File: src/rtl/skip_adder_pkg.sv
package skip_adder_pkg;
  localparam int unsigned DEF_WIDTH = 16;
  localparam int unsigned DEF_GROUP = 4;

  typedef struct packed {
    logic gen;
    logic prop;
  } bit_pg_t;

  function automatic bit_pg_t make_pg(input logic a, input logic b);
    bit_pg_t r;
    r.gen  = a & b;
    r.prop = a ^ b;
    return r;
  endfunction
endpackage

File: src/rtl/skip_full_adder.sv
module skip_full_adder (
  input  logic a,
  input  logic b,
  input  logic ci,
  output logic s,
  output logic co
);
  assign s  = a ^ b ^ ci;
  assign co = (a & b) | (ci & (a | b));
endmodule

File: src/rtl/skip_pg_setup.sv
module skip_pg_setup
  import skip_adder_pkg::*;
#(
  parameter int unsigned WIDTH = DEF_WIDTH
) (
  input  logic [WIDTH-1:0] a,
  input  logic [WIDTH-1:0] b,
  output logic [WIDTH-1:0] gen,
  output logic [WIDTH-1:0] prop
);
  for (genvar i = 0; i < WIDTH; i++) begin : g_bit
    bit_pg_t pg;
    assign pg      = make_pg(a[i], b[i]);
    assign gen[i]  = pg.gen;
    assign prop[i] = pg.prop;
  end
endmodule

File: src/rtl/skip_group.sv
module skip_group #(
  parameter int unsigned GROUP = 4
) (
  input  logic             clk,
  input  logic             rst_n,
  input  logic [GROUP-1:0] a,
  input  logic [GROUP-1:0] b,
  input  logic [GROUP-1:0] gen,
  input  logic [GROUP-1:0] prop,
  input  logic             cin,
  output logic [GROUP-1:0] sum,
  output logic             cout
);
  logic chain [GROUP+1];
  logic skip_sel;

  assign chain[0] = cin;

  for (genvar i = 0; i < GROUP; i++) begin : g_fa
    skip_full_adder i_fa (
      .a  (a[i]),
      .b  (b[i]),
      .ci (chain[i]),
      .s  (sum[i]),
      .co (chain[i+1])
    );
  end

  assign skip_sel = &prop;
  assign cout     = skip_sel ? cin : chain[GROUP];

  AST_SKIP_MATCHES_CHAIN: assert property (@(posedge clk) disable iff (!rst_n)
    skip_sel |-> (chain[GROUP] == cin));
  AST_TOP_GEN_CARRIES: assert property (@(posedge clk) disable iff (!rst_n)
    gen[GROUP-1] |-> cout);
  AST_TOP_KILL_STOPS: assert property (@(posedge clk) disable iff (!rst_n)
    (!a[GROUP-1] && !b[GROUP-1]) |-> !cout);
endmodule

File: src/rtl/skip_adder.sv
module skip_adder
  import skip_adder_pkg::*;
#(
  parameter int unsigned WIDTH = DEF_WIDTH,
  parameter int unsigned GROUP = DEF_GROUP
) (
  input  logic             clk,
  input  logic             rst_n,
  input  logic             in_valid,
  output logic             in_ready,
  input  logic [WIDTH-1:0] in_a,
  input  logic [WIDTH-1:0] in_b,
  input  logic             in_cin,
  output logic             out_valid,
  input  logic             out_ready,
  output logic [WIDTH-1:0] out_sum,
  output logic             out_cout
);
  localparam int unsigned NGRP = WIDTH / GROUP;

  initial assert (NGRP * GROUP == WIDTH);

  logic [WIDTH-1:0] gen, prop, sum_c;
  logic             gcarry [NGRP+1];
  logic             fire_in;

  skip_pg_setup #(.WIDTH(WIDTH)) i_setup (
    .a    (in_a),
    .b    (in_b),
    .gen  (gen),
    .prop (prop)
  );

  assign gcarry[0] = in_cin;

  for (genvar k = 0; k < NGRP; k++) begin : g_grp
    skip_group #(.GROUP(GROUP)) i_grp (
      .clk   (clk),
      .rst_n (rst_n),
      .a     (in_a[k*GROUP +: GROUP]),
      .b     (in_b[k*GROUP +: GROUP]),
      .gen   (gen[k*GROUP +: GROUP]),
      .prop  (prop[k*GROUP +: GROUP]),
      .cin   (gcarry[k]),
      .sum   (sum_c[k*GROUP +: GROUP]),
      .cout  (gcarry[k+1])
    );
  end

  assign in_ready = !out_valid || out_ready;
  assign fire_in  = in_valid && in_ready;

  always_ff @(posedge clk or negedge rst_n) begin
    if (!rst_n) begin
      out_valid <= 1'b0;
      out_sum   <= '0;
      out_cout  <= 1'b0;
    end else if (fire_in) begin
      out_valid <= 1'b1;
      out_sum   <= sum_c;
      out_cout  <= gcarry[NGRP];
    end else if (out_ready) begin
      out_valid <= 1'b0;
    end
  end

  AST_RESULT_EXACT: assert property (@(posedge clk) disable iff (!rst_n)
    fire_in |=> ({out_cout, out_sum} ==
      ({1'b0, $past(in_a)} + {1'b0, $past(in_b)} + {{WIDTH{1'b0}}, $past(in_cin)})));
  AST_ACCEPT_PRESENTS: assert property (@(posedge clk) disable iff (!rst_n)
    fire_in |=> out_valid);
  AST_STALL_HOLDS: assert property (@(posedge clk) disable iff (!rst_n)
    (out_valid && !out_ready) |=> (out_valid && $stable(out_sum) && $stable(out_cout)));
  AST_EMPTY_READY: assert property (@(posedge clk) disable iff (!rst_n)
    !out_valid |-> in_ready);
endmodule

File: config.mk
export PLATFORM = sky130hd
export DESIGN_NAME = skip_adder
export DESIGN_NICKNAME = d
export VERILOG_FILES = /design/src/rtl/skip_adder_pkg.sv /design/src/rtl/skip_full_adder.sv /design/src/rtl/skip_pg_setup.sv /design/src/rtl/skip_group.sv /design/src/rtl/skip_adder.sv
export SDC_FILE = /design/constraint.sdc
export NUM_CORES = 1
export LEC_CHECK = 0
export BUFFER_PORTS_ARGS = -buffer_cell sky130_fd_sc_hd__buf_2
export CAP_MARGIN = 10
export CORE_MARGIN = 2
export CORE_UTILIZATION = 30
export CTS_CLUSTER_DIAMETER = 30
export DETAILED_ROUTE_END_ITERATION = 10
export PLACE_DENSITY = 0.53
export SLEW_MARGIN = 20
export SYNTH_ARGS = -nofsm -noshare
export SYNTH_HDL_FRONTEND = slang
export SYNTH_HIERARCHICAL = 1
export SYNTH_SLANG_ARGS = --single-unit
File: constraint.sdc
create_clock -name clk -period 1.52 [get_ports clk]
set_clock_uncertainty 0.05 [all_clocks]
set_input_delay 0.456 -clock clk [delete_from_list [all_inputs] [get_ports clk]]
set_output_delay 0.456 -clock clk [all_outputs]
set_load 0.01 [all_outputs]
# --- After elaboration in Yosys (flattened, before gate mapping) ---
# Index checks and enable logic that the tools add are counted.
# W data, S select, Z words.
totals:
  reg_bits: 18
  out_inout_bits: 19
  elab_cells: 113
op_classes:
  mux: 6
  bitwise_logic: 96
  reduce_logical: 8
ops:
  columns: ["op", "n"]
  rows:
  - ["$and A1 B1 Y1", 32]
  - ["$or A1 B1 Y1", 32]
  - ["$xor A1 B1 Y1", 32]
  - ["$reduce_and A4 Y1", 4]
  - ["$mux W1", 6]
  - ["$reduce_bool A2 Y1", 1]
  - ["$logic_and A1 B1 Y1", 1]
  - ["$logic_not A1 Y1", 1]
  - ["$logic_or A1 B1 Y1", 1]

# --- Longest topological paths before layout ---
logic_depth:
  depth_word: 37
  mapped_depth: 21

# --- By module ---
# The synthesis kept the hierarchy.
by_module_without_submodules:
  columns: ["mod", "n_inst", "cells_per_inst", "area_each_um2", "seq_area_each_um2"]
  rows:
  - ["skip_adder", 1, 39, 732.0, 450.4]
  - ["skip_full_adder", 16, 1, 20.0, 0.0]
  - ["skip_pg_setup", 1, 16, 200.2, 0.0]
  - ["skip_group", 4, 2, 17.5, 0.0]

# --- Worst setup path before layout ---
# OpenSTA, ideal clock, no wires.
synth_path:
  kind: "in2reg"
  startpoint: "input in_a[0]"
  endpoint: "register out_cout"
  t_arrival_ns: 7.935
  t_required_ns: 1.345
  path_slack_ns: -6.589
  stages: 21
  path_cell_list: "fa_1 fa_1 fa_1 fa_1 mux2_1 fa_1 fa_1 fa_1 fa_1 mux2_1 fa_1 fa_1 fa_1 fa_1 mux2_1 fa_1 fa_1 fa_1 fa_1 mux2_1 mux2_2"
synth_rtl:
  columns: ["item", "line", "text"]
  rows:
  - ["start, declared", "skip_adder.sv:11", "input logic [WIDTH-1:0] in_a,"]
  - ["end signal, assigned", "skip_adder.sv:61", "out_cout <= gcarry[NGRP];"]
  - ["end, declared", "skip_adder.sv:17", "output logic out_cout"]

==> reports/results.tsv <==
stage	metric	value	unit
setup_path	CP max stage delay	380	ps
timing	Least-Margin Pin Slew	420	ps
place	Buffers on Ports	55	
floorplanning	initial core utilization	30.8	%
place	hpwl dp	2350	um
synthesis	synthesis warning total	6	
synthesis	Mapped Cells	79	
cts	CTS buffer count	3	
min_path	Hold/Removal Path Class	input pin to asynchronous set/reset pin	
timing	final slew viol count	0	
grt	grt peak-use layer	met2	
outcome	failing checks	setup timing	
pwr	Static Leakage	0.943	nW
setup_path	Worst EP required	1610	ps
timing	Finish-stage setup viols	15	
timing	Setup TNS	-48930	ps
route	WL/cell	13.4	um
route	# DRC	0	
layout	share of cells above drive strength 1	74.5	%
route	DRT iter0 DRCs	41	
place	Final GP Congestion	0.735	
pwr	Pwr per Cell Area	947	mW/mm^2
setup_path	CP Launch Type	input pin	
setup_path	critical path type	input pin to flop	
route	Via density	4.39	
floorplanning	Top-Level Pins	56	
synthesis	cell taking the most area after synthesis	dfrtp_1	
route	drt pass-1 iters	2	
layout	# fillers	408	
timing	final hold slack	80.5	ps
cts	H-tree levels	1	
floorplanning	placeable core region	0.00429	sq mm
grt	Total GRT Usage	11.9	%
synthesis	register area share after synthesis	34.1	%
setup_path	crit path cell chain	buf_6, fa_2, fa_2, fa_2, fa_2, mux2_4, fa_2, fa_2, fa_2, fa_2, mux2_4, fa_2, fa_2, fa_2, fa_2, mux2_4, fa_2, fa_2, fa_2, fa_2, mux2_4, mux2_2	
timing	final period utilization	486	%
setup_path	internal reg-to-reg setup slack	270	ps
timing	Worst slew margin	72.0	%
cts	CTS root buf	clkbuf_8	
cts	Clock Sinks	18	
floorplanning	cell row count	24	
grt	M2 GR Usage	20.8	%
grt	antenna violations before repair	0	
synthesis	Seq cells post-synth	18	
outcome	status	complete, but fails checks	
floorplanning	Die Y	70.4	um
route	Routed Antenna Nets	0	
grt	first-pass GRT wire length	4610	um
grt	GR Overflow Total	0	
setup_path	worst path arrival time	7470	ps
synthesis	Post-Syn Area	0.00132	sq mm
synthesis	Synth top area share	34.1	%
cts	Worst-Skew Late Latency	250	ps
setup_path	Max Fanout on Critical Path	2	
setup_path	critical path capture point type	flop	
floorplanning	Die Area	0.00496	sq mm
synthesis	Syn Nets	148	
timing	crit path time final	7380	ps
run	# Max-Cap Violations	0	
synthesis	main area contributors after synthesis	dfrtp_1 (34%), fa_1 (24%), ha_1 (15%), mux2_4 (11%), mux2_2 (6.0%)	
timing	fmax	135	MHz
timing	Final Hold Viols	0	
route	Routed WL	2750	um
cts	CTS clk-pin slew, worst paths	70	ps
timing	RSZ-0062 raised after global routing	yes	
cts	CTS tree	done	
timing	post-route setup slack	-5860	ps
setup_path	crit path max-delay cell type	fa_2	
grt	met3 usage	3.90	%
layout	Antenna diodes	0	
layout	P&R area growth vs syn	42.9	%
route	vias after detailed routing	900	
grt	GR Util met1	14.0	%
cts	hold_buf cts	0	
synthesis	Synth cell types	11	
floorplanning	die width	70.4	um
pwr	Peak VDD IR	0.301	mV
cts	clk buf depth	2	
setup_path	CP dominant cell by count	fa_2	
grt	vias in the first global route	998	
layout	count of nets after finishing	223	
grt	pin count of the biggest net entering global routing	19	
synthesis	Avg Cell Area, Syn	16.7	sq um
[per-layer routing]
metal	up-vias	routed length, um
met5	-	0
met2	39	1450
met3	2	242
li1	416	-
met4	0	6
met1	443	1060
[worst paths after layout]
kind	startpoint	endpoint	depth (start not counted)
setup / recovery	in_a[0]	out_cout$_DFFE_PN0P_	22
hold / removal	rst_n	out_valid$_DFFE_PN0P_	1
setup reg to reg	out_valid$_DFFE_PN0P_	out_sum[12]$_DFFE_PN0P_	3
hold reg to reg	out_sum[14]$_DFFE_PN0P_	out_sum[14]$_DFFE_PN0P_	1
max in group asynchronous	rst_n	out_sum[6]$_DFFE_PN0P_	1
min in group clk	in_valid	out_valid$_DFFE_PN0P_	2
[what timing repair did]
item	in CTS	in global routing
setup buffers	0	0
pin swaps	1	0
endpoints found under the setup margin	16	15
resized for setup	4	2
[synthesized netlist by cell type]
master,count
nand2_4,1
nand4_1,4
mux2_1,4
buf_12,1
nand2b_4,1
dfrtp_1,18
or2b_1,1
ha_1,16
mux2_2,7
fa_1,16
mux2_4,10
[worst max-delay path: cells and delay by family]
kind | cells | cell delay, ps
adders and majority gates | 16 | 5560
buffers and inverters | 1 | 100
muxes | 5 | 1360
[final cells by class]
cell class                      count  area (sq um)  share of cell area [%]
Multi-Input combinational cell     60           911                    48.2
Sequential cell                    18           450                    23.8
Timing Repair Buffer               71           408                    21.6
Tap cell                           52          65.1                    3.44
Clock buffer                        4          55.1                    2.91
[cell families (layout without fill, tap and decap cells)]
kind of cell               count (synthesis)  in the layout  synth area share, %
muxes                                     21             21                 20.7
buffers and inverters                      1             75                 1.51
adders and majority gates                 32             32                 39.4
and+or+nand+nor                            7              7                 4.35
DFF                                       18             18                 34.1
[placed cells by master (no fill, tap or decap)]
master    instances
ha_1             16
mux2_2            6
buf_4            16
mux2_4           15
nand2_4           1
buf_2            53
clkbuf_8          4
buf_6             2
nand4_1           4
dfrtp_1          18
or2b_1            1
nand2b_4          1
fa_2             16
[flip-flops by register name, indices dropped and copies added, names as in the netlist]
signal and count:
out_sum 16, out_cout 1, out_valid 1
[power breakdown]
group	switching (mW)	leakage, nW	internal [mW]	total (mW)
Combinational	0.302	0.705	0.407	0.710
Clock	0.161	0.0288	0.230	0.391
Sequential	0.0725	0.210	0.615	0.688
Total	0.536	0.943	1.25	1.79
[metrics by stage]
| step | total power, mW | instances | instance area (sq um) | setup WS [ps] | utilization, % |
|---|---|---|---|---|---|
| final | 1.79 | 205 | 1890 | -5860 | 44.0 |
| after global routing | 1.94 | 205 | 1890 | -5960 | 44.0 |
| after CTS | 1.83 | 205 | 1880 | -5870 | 43.9 |
| after detailed placement | 1.41 | 201 | 1810 | -6280 | 42.2 |
| after global placement | 1.39 | 201 | 1810 | -6190 | 42.2 |
| after floorplan | 1.08 | 79 | 1370 | -5870 | - |
Note: power is estimated with default switching activity, not from simulation.
